File: config.mk
export PLATFORM = sky130hd
export DESIGN_NAME = ivr_consumer
export DESIGN_NICKNAME = d
export VERILOG_FILES = /design/src/rtl/ivr_pkg.sv /design/src/rtl/ivr_wptr_clean.sv /design/src/rtl/ivr_iv_decode.sv /design/src/rtl/ivr_rptr_publish.sv /design/src/rtl/ivr_consumer.sv
export SDC_FILE = /design/constraint.sdc
export NUM_CORES = 1
export LEC_CHECK = 0
export BUFFER_PORTS_ARGS = -buffer_cell sky130_fd_sc_hd__clkbuf_2
export CAP_MARGIN = 25
export CORE_MARGIN = 2
export CORE_UTILIZATION = 35
export DETAILED_ROUTE_END_ITERATION = 16
export SLEW_MARGIN = 5
export SYNTH_ARGS = -nofsm -noshare
export SYNTH_HDL_FRONTEND = slang
export SYNTH_HIERARCHICAL = 1
export SYNTH_SLANG_ARGS = --single-unit
File: constraint.sdc
create_clock -name clk -period 2.44 [get_ports clk]
set_clock_uncertainty 0.1 [all_clocks]
set_input_delay 0.488 -clock clk [delete_from_list [all_inputs] [get_ports clk]]
set_output_delay 0.488 -clock clk [all_outputs]
set_load 0.05 [all_outputs]
File: src/rtl/ivr_pkg.sv
package ivr_pkg;

    localparam int IV_WORDS = 4;
    localparam int IV_BYTES = 16;
    localparam int OVF_BIT  = 0;

    typedef enum logic [2:0] {
        ST_SAMPLE = 3'd0,
        ST_CMP    = 3'd1,
        ST_REQ    = 3'd2,
        ST_WAIT   = 3'd3,
        ST_OUT    = 3'd4,
        ST_PUB    = 3'd5
    } ivr_state_e;

    typedef struct packed {
        logic [7:0]  src_id;
        logic [27:0] src_data;
        logic [7:0]  ring_id;
        logic [7:0]  vm_id;
        logic [15:0] pasid;
    } iv_fields_t;

endpackage

File: src/rtl/ivr_wptr_clean.sv
module ivr_wptr_clean #(
    parameter int RING_LOG2 = 8
) (
    input  logic [31:0]          raw,
    output logic [RING_LOG2-1:0] clean,
    output logic                 ovf,
    output logic [RING_LOG2-1:0] resync
);
    import ivr_pkg::*;

    logic [31:0] unused_hi;

    always_comb begin
        ovf             = raw[OVF_BIT];
        clean           = raw[RING_LOG2-1:0];
        clean[OVF_BIT]  = 1'b0;
        resync          = clean + RING_LOG2'(IV_BYTES);
        unused_hi       = raw;
    end

endmodule

File: src/rtl/ivr_iv_decode.sv
module ivr_iv_decode (
    input  logic [3:0][31:0]    words,
    output ivr_pkg::iv_fields_t fields
);
    logic [67:0] unused_bits;

    always_comb begin
        fields.src_id   = words[0][7:0];
        fields.src_data = words[1][27:0];
        fields.ring_id  = words[2][7:0];
        fields.vm_id    = words[2][15:8];
        fields.pasid    = words[2][31:16];
        unused_bits     = {words[3], words[0][31:8], words[1][31:28]};
    end

endmodule

File: src/rtl/ivr_rptr_publish.sv
module ivr_rptr_publish #(
    parameter int RING_LOG2 = 8,
    parameter int DB_W      = 10
) (
    input  logic                 clk,
    input  logic                 rst_n,
    input  logic                 fire,
    input  logic                 use_db,
    input  logic [DB_W-1:0]      db_idx_in,
    input  logic [RING_LOG2-1:0] rptr_in,
    output logic [31:0]          pub_rptr,
    output logic                 pub_reg_we,
    output logic                 pub_slot_we,
    output logic                 pub_db_we,
    output logic [DB_W-1:0]      pub_db_idx
);
    typedef struct packed {
        logic                 reg_we;
        logic                 slot_we;
        logic                 db_we;
        logic [RING_LOG2-1:0] val;
        logic [DB_W-1:0]      idx;
    } pub_t;

    pub_t pub_d, pub_q;

    always_comb begin
        pub_d         = pub_q;
        pub_d.reg_we  = 1'b0;
        pub_d.slot_we = 1'b0;
        pub_d.db_we   = 1'b0;
        if (fire) begin
            pub_d.val = rptr_in;
            pub_d.idx = db_idx_in;
            if (use_db) begin
                pub_d.slot_we = 1'b1;
                pub_d.db_we   = 1'b1;
            end else begin
                pub_d.reg_we  = 1'b1;
            end
        end
    end

    always_ff @(posedge clk or negedge rst_n) begin
        if (!rst_n) pub_q <= '0;
        else        pub_q <= pub_d;
    end

    assign pub_rptr    = {{(32-RING_LOG2){1'b0}}, pub_q.val};
    assign pub_reg_we  = pub_q.reg_we;
    assign pub_slot_we = pub_q.slot_we;
    assign pub_db_we   = pub_q.db_we;
    assign pub_db_idx  = pub_q.idx;

endmodule

File: src/rtl/ivr_consumer.sv
module ivr_consumer #(
    parameter int RING_LOG2 = 8,
    parameter int DB_W      = 10,
    localparam int WIDX_W   = RING_LOG2 - 2
) (
    input  logic              clk,
    input  logic              rst_n,
    input  logic              cfg_use_db,
    input  logic [DB_W-1:0]   cfg_db_idx,
    input  logic [31:0]       wb_wptr,
    output logic              mem_req,
    output logic [WIDX_W-1:0] mem_addr,
    input  logic              mem_rvalid,
    input  logic [31:0]       mem_rdata,
    output logic              iv_valid,
    input  logic              iv_ready,
    output logic [7:0]        iv_src_id,
    output logic [27:0]       iv_src_data,
    output logic [7:0]        iv_ring_id,
    output logic [7:0]        iv_vm_id,
    output logic [15:0]       iv_pasid,
    output logic              ovf_clr,
    output logic [31:0]       pub_rptr,
    output logic              pub_reg_we,
    output logic              pub_slot_we,
    output logic              pub_db_we,
    output logic [DB_W-1:0]   pub_db_idx
);
    import ivr_pkg::*;

    typedef struct packed {
        ivr_state_e           st;
        logic [RING_LOG2-1:0] rptr;
        logic [RING_LOG2-1:0] wptr;
        logic [1:0]           cnt;
        logic                 resampled;
        logic                 dirty;
        logic                 ovf_clr;
        logic [3:0][31:0]     words;
    } ctl_t;

    ctl_t ctl_d, ctl_q;

    logic [RING_LOG2-1:0] w_clean;
    logic [RING_LOG2-1:0] w_resync;
    logic                 w_ovf;
    logic                 pub_fire;
    iv_fields_t           fields;

    ivr_wptr_clean #(.RING_LOG2(RING_LOG2)) u_wclean (
        .raw    (wb_wptr),
        .clean  (w_clean),
        .ovf    (w_ovf),
        .resync (w_resync)
    );

    ivr_iv_decode u_decode (
        .words  (ctl_q.words),
        .fields (fields)
    );

    ivr_rptr_publish #(.RING_LOG2(RING_LOG2), .DB_W(DB_W)) u_publish (
        .clk         (clk),
        .rst_n       (rst_n),
        .fire        (pub_fire),
        .use_db      (cfg_use_db),
        .db_idx_in   (cfg_db_idx),
        .rptr_in     (ctl_q.rptr),
        .pub_rptr    (pub_rptr),
        .pub_reg_we  (pub_reg_we),
        .pub_slot_we (pub_slot_we),
        .pub_db_we   (pub_db_we),
        .pub_db_idx  (pub_db_idx)
    );

    always_comb begin
        ctl_d         = ctl_q;
        ctl_d.ovf_clr = 1'b0;
        pub_fire      = 1'b0;
        unique case (ctl_q.st)
            ST_SAMPLE: begin
                ctl_d.wptr = w_clean;
                if (w_ovf) begin
                    ctl_d.rptr    = w_resync;
                    ctl_d.ovf_clr = 1'b1;
                end
                ctl_d.st = ST_CMP;
            end
            ST_CMP: begin
                if (ctl_q.rptr != ctl_q.wptr) begin
                    ctl_d.cnt       = 2'd0;
                    ctl_d.resampled = 1'b0;
                    ctl_d.st        = ST_REQ;
                end else if (!ctl_q.resampled) begin
                    ctl_d.resampled = 1'b1;
                    ctl_d.st        = ST_SAMPLE;
                end else if (ctl_q.dirty) begin
                    ctl_d.st        = ST_PUB;
                end else begin
                    ctl_d.resampled = 1'b0;
                    ctl_d.st        = ST_SAMPLE;
                end
            end
            ST_REQ: begin
                ctl_d.st = ST_WAIT;
            end
            ST_WAIT: begin
                if (mem_rvalid) begin
                    ctl_d.words[ctl_q.cnt] = mem_rdata;
                    if (ctl_q.cnt == 2'd3) begin
                        ctl_d.st = ST_OUT;
                    end else begin
                        ctl_d.cnt = ctl_q.cnt + 2'd1;
                        ctl_d.st  = ST_REQ;
                    end
                end
            end
            ST_OUT: begin
                if (iv_ready) begin
                    ctl_d.rptr  = ctl_q.rptr + RING_LOG2'(IV_BYTES);
                    ctl_d.dirty = 1'b1;
                    ctl_d.st    = ST_CMP;
                end
            end
            ST_PUB: begin
                pub_fire        = 1'b1;
                ctl_d.dirty     = 1'b0;
                ctl_d.resampled = 1'b0;
                ctl_d.st        = ST_SAMPLE;
            end
            default: ctl_d.st = ST_SAMPLE;
        endcase
    end

    always_ff @(posedge clk or negedge rst_n) begin
        if (!rst_n) ctl_q <= '0;
        else        ctl_q <= ctl_d;
    end

    assign mem_req     = (ctl_q.st == ST_REQ);
    assign mem_addr    = ctl_q.rptr[RING_LOG2-1:2] + WIDX_W'(ctl_q.cnt);
    assign iv_valid    = (ctl_q.st == ST_OUT);
    assign iv_src_id   = fields.src_id;
    assign iv_src_data = fields.src_data;
    assign iv_ring_id  = fields.ring_id;
    assign iv_vm_id    = fields.vm_id;
    assign iv_pasid    = fields.pasid;
    assign ovf_clr     = ctl_q.ovf_clr;

endmodule

## Word level (Yosys, flattened, before mapping)

Cells that the tools add are included.

- Reduce and logical (&&, ||, !) cells: 11
- Equal/unequal tests: 12
- Magnitude comparators: 2
- Mux-type cells: 28
- Add/subtract/negate cells: 4

Operator list:

| kind | number |
|---|---|
| $bwmux W128 | 1 |
| $demux W32 S2 | 1 |
| $mux W32 | 1 |
| $mux W21 | 1 |
| $add A8 B5 Y8 const B | 2 |
| $pmux W8 S2 | 1 |
| $mux W3 | 5 |
| $pmux W3 S5 | 1 |
| $mux W11 | 1 |
| $mux W1 | 8 |
| $mux W2 | 4 |
| $mux W8 | 1 |
| $ne A2 B2 Y1 const B | 4 |
| $ne A8 B8 Y1 | 1 |
| $reduce_bool A2 Y1 | 4 |
| $add A6 B2 Y6 | 1 |
| $eq A3 B2 Y1 const B | 2 |
| $eq A3 B3 Y1 const B | 2 |
| $reduce_and A2 Y1 | 3 |
| $pmux W1 S2 | 2 |
| $pmux W2 S2 | 1 |
| $reduce_and A4 Y1 | 1 |
| $eq A3 B1 Y1 const B | 1 |
| $logic_not A3 Y1 | 1 |
| 7 further kinds | 7 |

- Output and inout bits: 122
- Input bits: 79
- Register bits: 172

## Logic depth before layout (Yosys ltp)

- Depth in word-level cells: 5
- Mapped depth: 7
- Depth with buffers taken out: 6

## Hierarchy

The synthesis kept the hierarchy.

By module, submodules not included:

| module | cells an instance | instances | area an instance (sq um) |
|---|---|---|---|
| ivr_consumer | 408 | 1 | 6251.0 |
| ivr_rptr_publish | 68 | 1 | 997.2 |
| ivr_iv_decode | 68 | 1 | 510.5 |
| ivr_wptr_clean | 19 | 1 | 140.1 |

## Least setup slack after synthesis

OpenSTA, ideal clock, no wires.

- Path kind: register to output
- Start point: register ctl_q[131] in the netlist's numbering
- End point: output mem_addr[4]
- Cell stages (with the launch flop): 6
- Arrival: 1967 ps
- Slack: -115 ps
- Cells stage by stage: dfrtp_1 ha_1 inv_1 fa_1 nand2b_1 xnor2_1

- Word-level cells in the longest chain between the ends: 1

Ends and longest elaborated chain:

| item | line | source |
|---|---|---|
| start, declared | ivr_consumer.sv:42 | `ctl_t ctl_d, ctl_q;` |
| start signal, assigned | ivr_consumer.sv:137 | `else ctl_q <= ctl_d;` |
| $add A6 B2 Y6 | ivr_consumer.sv:141 | `assign mem_addr = ctl_q.rptr[RING_LOG2-1:2] + WIDX_W'(ctl_q.cnt);` |
| end, declared | ivr_consumer.sv:12 | `output logic [WIDX_W-1:0] mem_addr,` |

Every way passes these cells.

## Final worst setup path

Same ends and word-level chain as after synthesis.

==> metrics.yaml <==
status: "finished, final reports clean"
final_cell_mix: "clkbuf_2 (146), dfrtp_1 (111), mux2_2 (70), conb_1 (26), mux2_4 (23)"
switching_power_mw: 4.80
drt_iter0_markers: 90
dp_slack_ns: 0.174
cts_buffer_depth: 2
vias: 3193
die_y_um: 131
nets: 601
overflow: 0
wirelength_um: 10600
drc: 0
required_ns: 1.85
place_area_um2: 5900
seqPwrFrac_pct: 31.9
syn_to_final_growth_pct: 10.8
antenna_cells: 0
drt-vias-per-instance: 4.35
instances_no_fill: 734
nFillCells: 1550
worstHoldPathType: "primary input to asynchronous set/reset pin"
crit_end: "mem_addr[4]"
grt_first_pass_wirelength_um: 17400
combPwrFrac_pct: 52.2
r2r_end: "ctl_q[132]"
die_area_um2: 17300
rrSetupSlack_ns: 0.50
p_leak_nw: 3.21
dpl.hpwl_um: 7520
yosysWarnings: 6
placedCellCount: 715
vdd_drop_max_v: 0.000764
clockPowerShare_pct: 15.9
hold_violations: 0
clock.fmax_mhz: 418
clock_latency_ns: 0.35
core_um2: 15900
numCtsBuffers: 9
rsz0062_at_grt: "true"
timing.final.max_slew_violations: 0
cp-end-kind: "primary output"
layout_commonest_cell: "clkbuf_2"
cts_max_level: 3
grt_max_degree: 113
cp-startpoint: "ctl_q[131]"
postLayoutCellArea_um2: 6290
cts.sinks: 112
startpoint_type: "flip-flop"
timing.final.crit_share_pct: 98.0
syn_inst: 439
cts_tree: "yes"
setup_slack_ns: 0.0497
port_buffers: 152
grtUsageTotal_pct: 12.6
syn_avg_cell_area_um2: 12.9
first_global_vias: 3345
antenna_found_initial: 0
synth_area_um2: 5680
tightest_slew_ns: 0.595
cp_max_fo: 2
min_period_ns: 2.39
routedWlPerCell_um: 14.4
total_power_mw: 9.92
switching_share_pct: 48.4
rr_worst_depth: 6
hold_buffers: 0
finalSetupViolCount: 0
r2r_start: "ctl_q[131]"
cts-root-buf: "clkbuf_16"
drive_gt1_share_pct: 55.8
critPathKind: "flip-flop to primary output"
critical_path_arrival_ns: 1.80
io_pins: 201
drtPass1Iterations: 4
ant_nets: 0
die_width_um: 131
utilization_pct: 39.6
path_clk_slew_ns: 0.07
powerDensity_nw_per_um2: 1580
p_int_mw: 5.12
rows: 46
max_cap_violations: 0
seq_area_um2: 2800
slew_headroom_pct: 60.4
multi_input_area_um2: 1990
gp_congestion: 0.818
start_util_pct: 35.7
## what timing repair did
action / in CTS / in global routing
pin swaps: 0 / 0
setup buffers: 3 / 0
gates resized for setup: 6 / 14
setup endpoints to repair: 6 / 5
## area by class of cell
type                       count  share of cell area, %
sequential                   112                   44.6
inverter                      14                  0.876
clock inverter                 7                   1.49
multi-input combinational    217                   31.7
tap                          216                   4.30
timing repair buffer         159                   13.5
clock buffer                   9                   3.58
## registers in the layout, indices dropped and copies added, names as in the netlist
name / flops
u_publish/pub_db_idx: 10
u_publish/pub_reg_we: 1
u_publish/pub_db_we: 1
ctl_q: 91
u_publish/pub_rptr: 8
ovf_clr: 1
## metal layers
metal | track usage [%] | up-vias | wire [um]
met5 | 0 | - | 0
met4 | 4.95 | 0 | 156
met3 | 3.05 | 9 | 553
met2 | 21.1 | 107 | 5180
met1 | 15.8 | 1595 | 4670
li1 | - | 1482 | -
## power by group through the flow
| stage | Sequential, mW | Combinational, mW | Clock, mW |
|---|---|---|---|
| finish | 3.17 | 5.18 | 1.57 |
| floorplan | 3.26 | 4.81 | 0 |
| detailed placement | 3.22 | 5.09 | 0 |
| global placement | 3.16 | 5.05 | 0 |
| global route | 3.28 | 5.44 | 1.71 |
| CTS | 3.17 | 5.18 | 1.63 |
## per-stage QoR
| stage | hold slack (ns) | TNS, ns |
|---|---|---|
| after detailed placement | 0.380 | 0 |
| after global placement | 0.377 | 0 |
| final | 0.124 | 0 |
| after global routing | 0.161 | -0.0366 |
| after floorplan | 0.0924 | 0 |
| after CTS | 0.136 | 0 |
## worst min-delay path by stage
stage                   start   endpoint  depth (start not counted)
floorplan               rst_n   ctl_q[0]                          0
detailed placement  ctl_q[32]  ctl_q[32]                          1
CTS                     rst_n  ctl_q[72]                          2
finish                  rst_n  ctl_q[72]                          2
global route            rst_n  ctl_q[40]                          2
global placement    ctl_q[32]  ctl_q[32]                          1
## worst max-delay path, stage by stage (launching register included)
cell and delay [ns]:
dfrtp_1 0.38, ha_2 0.20, inv_2 0.04, fa_2 0.35, nand2b_4 0.17, xnor2_4 0.15
buf_8 0.16
(Power assumes the default switching activity.)
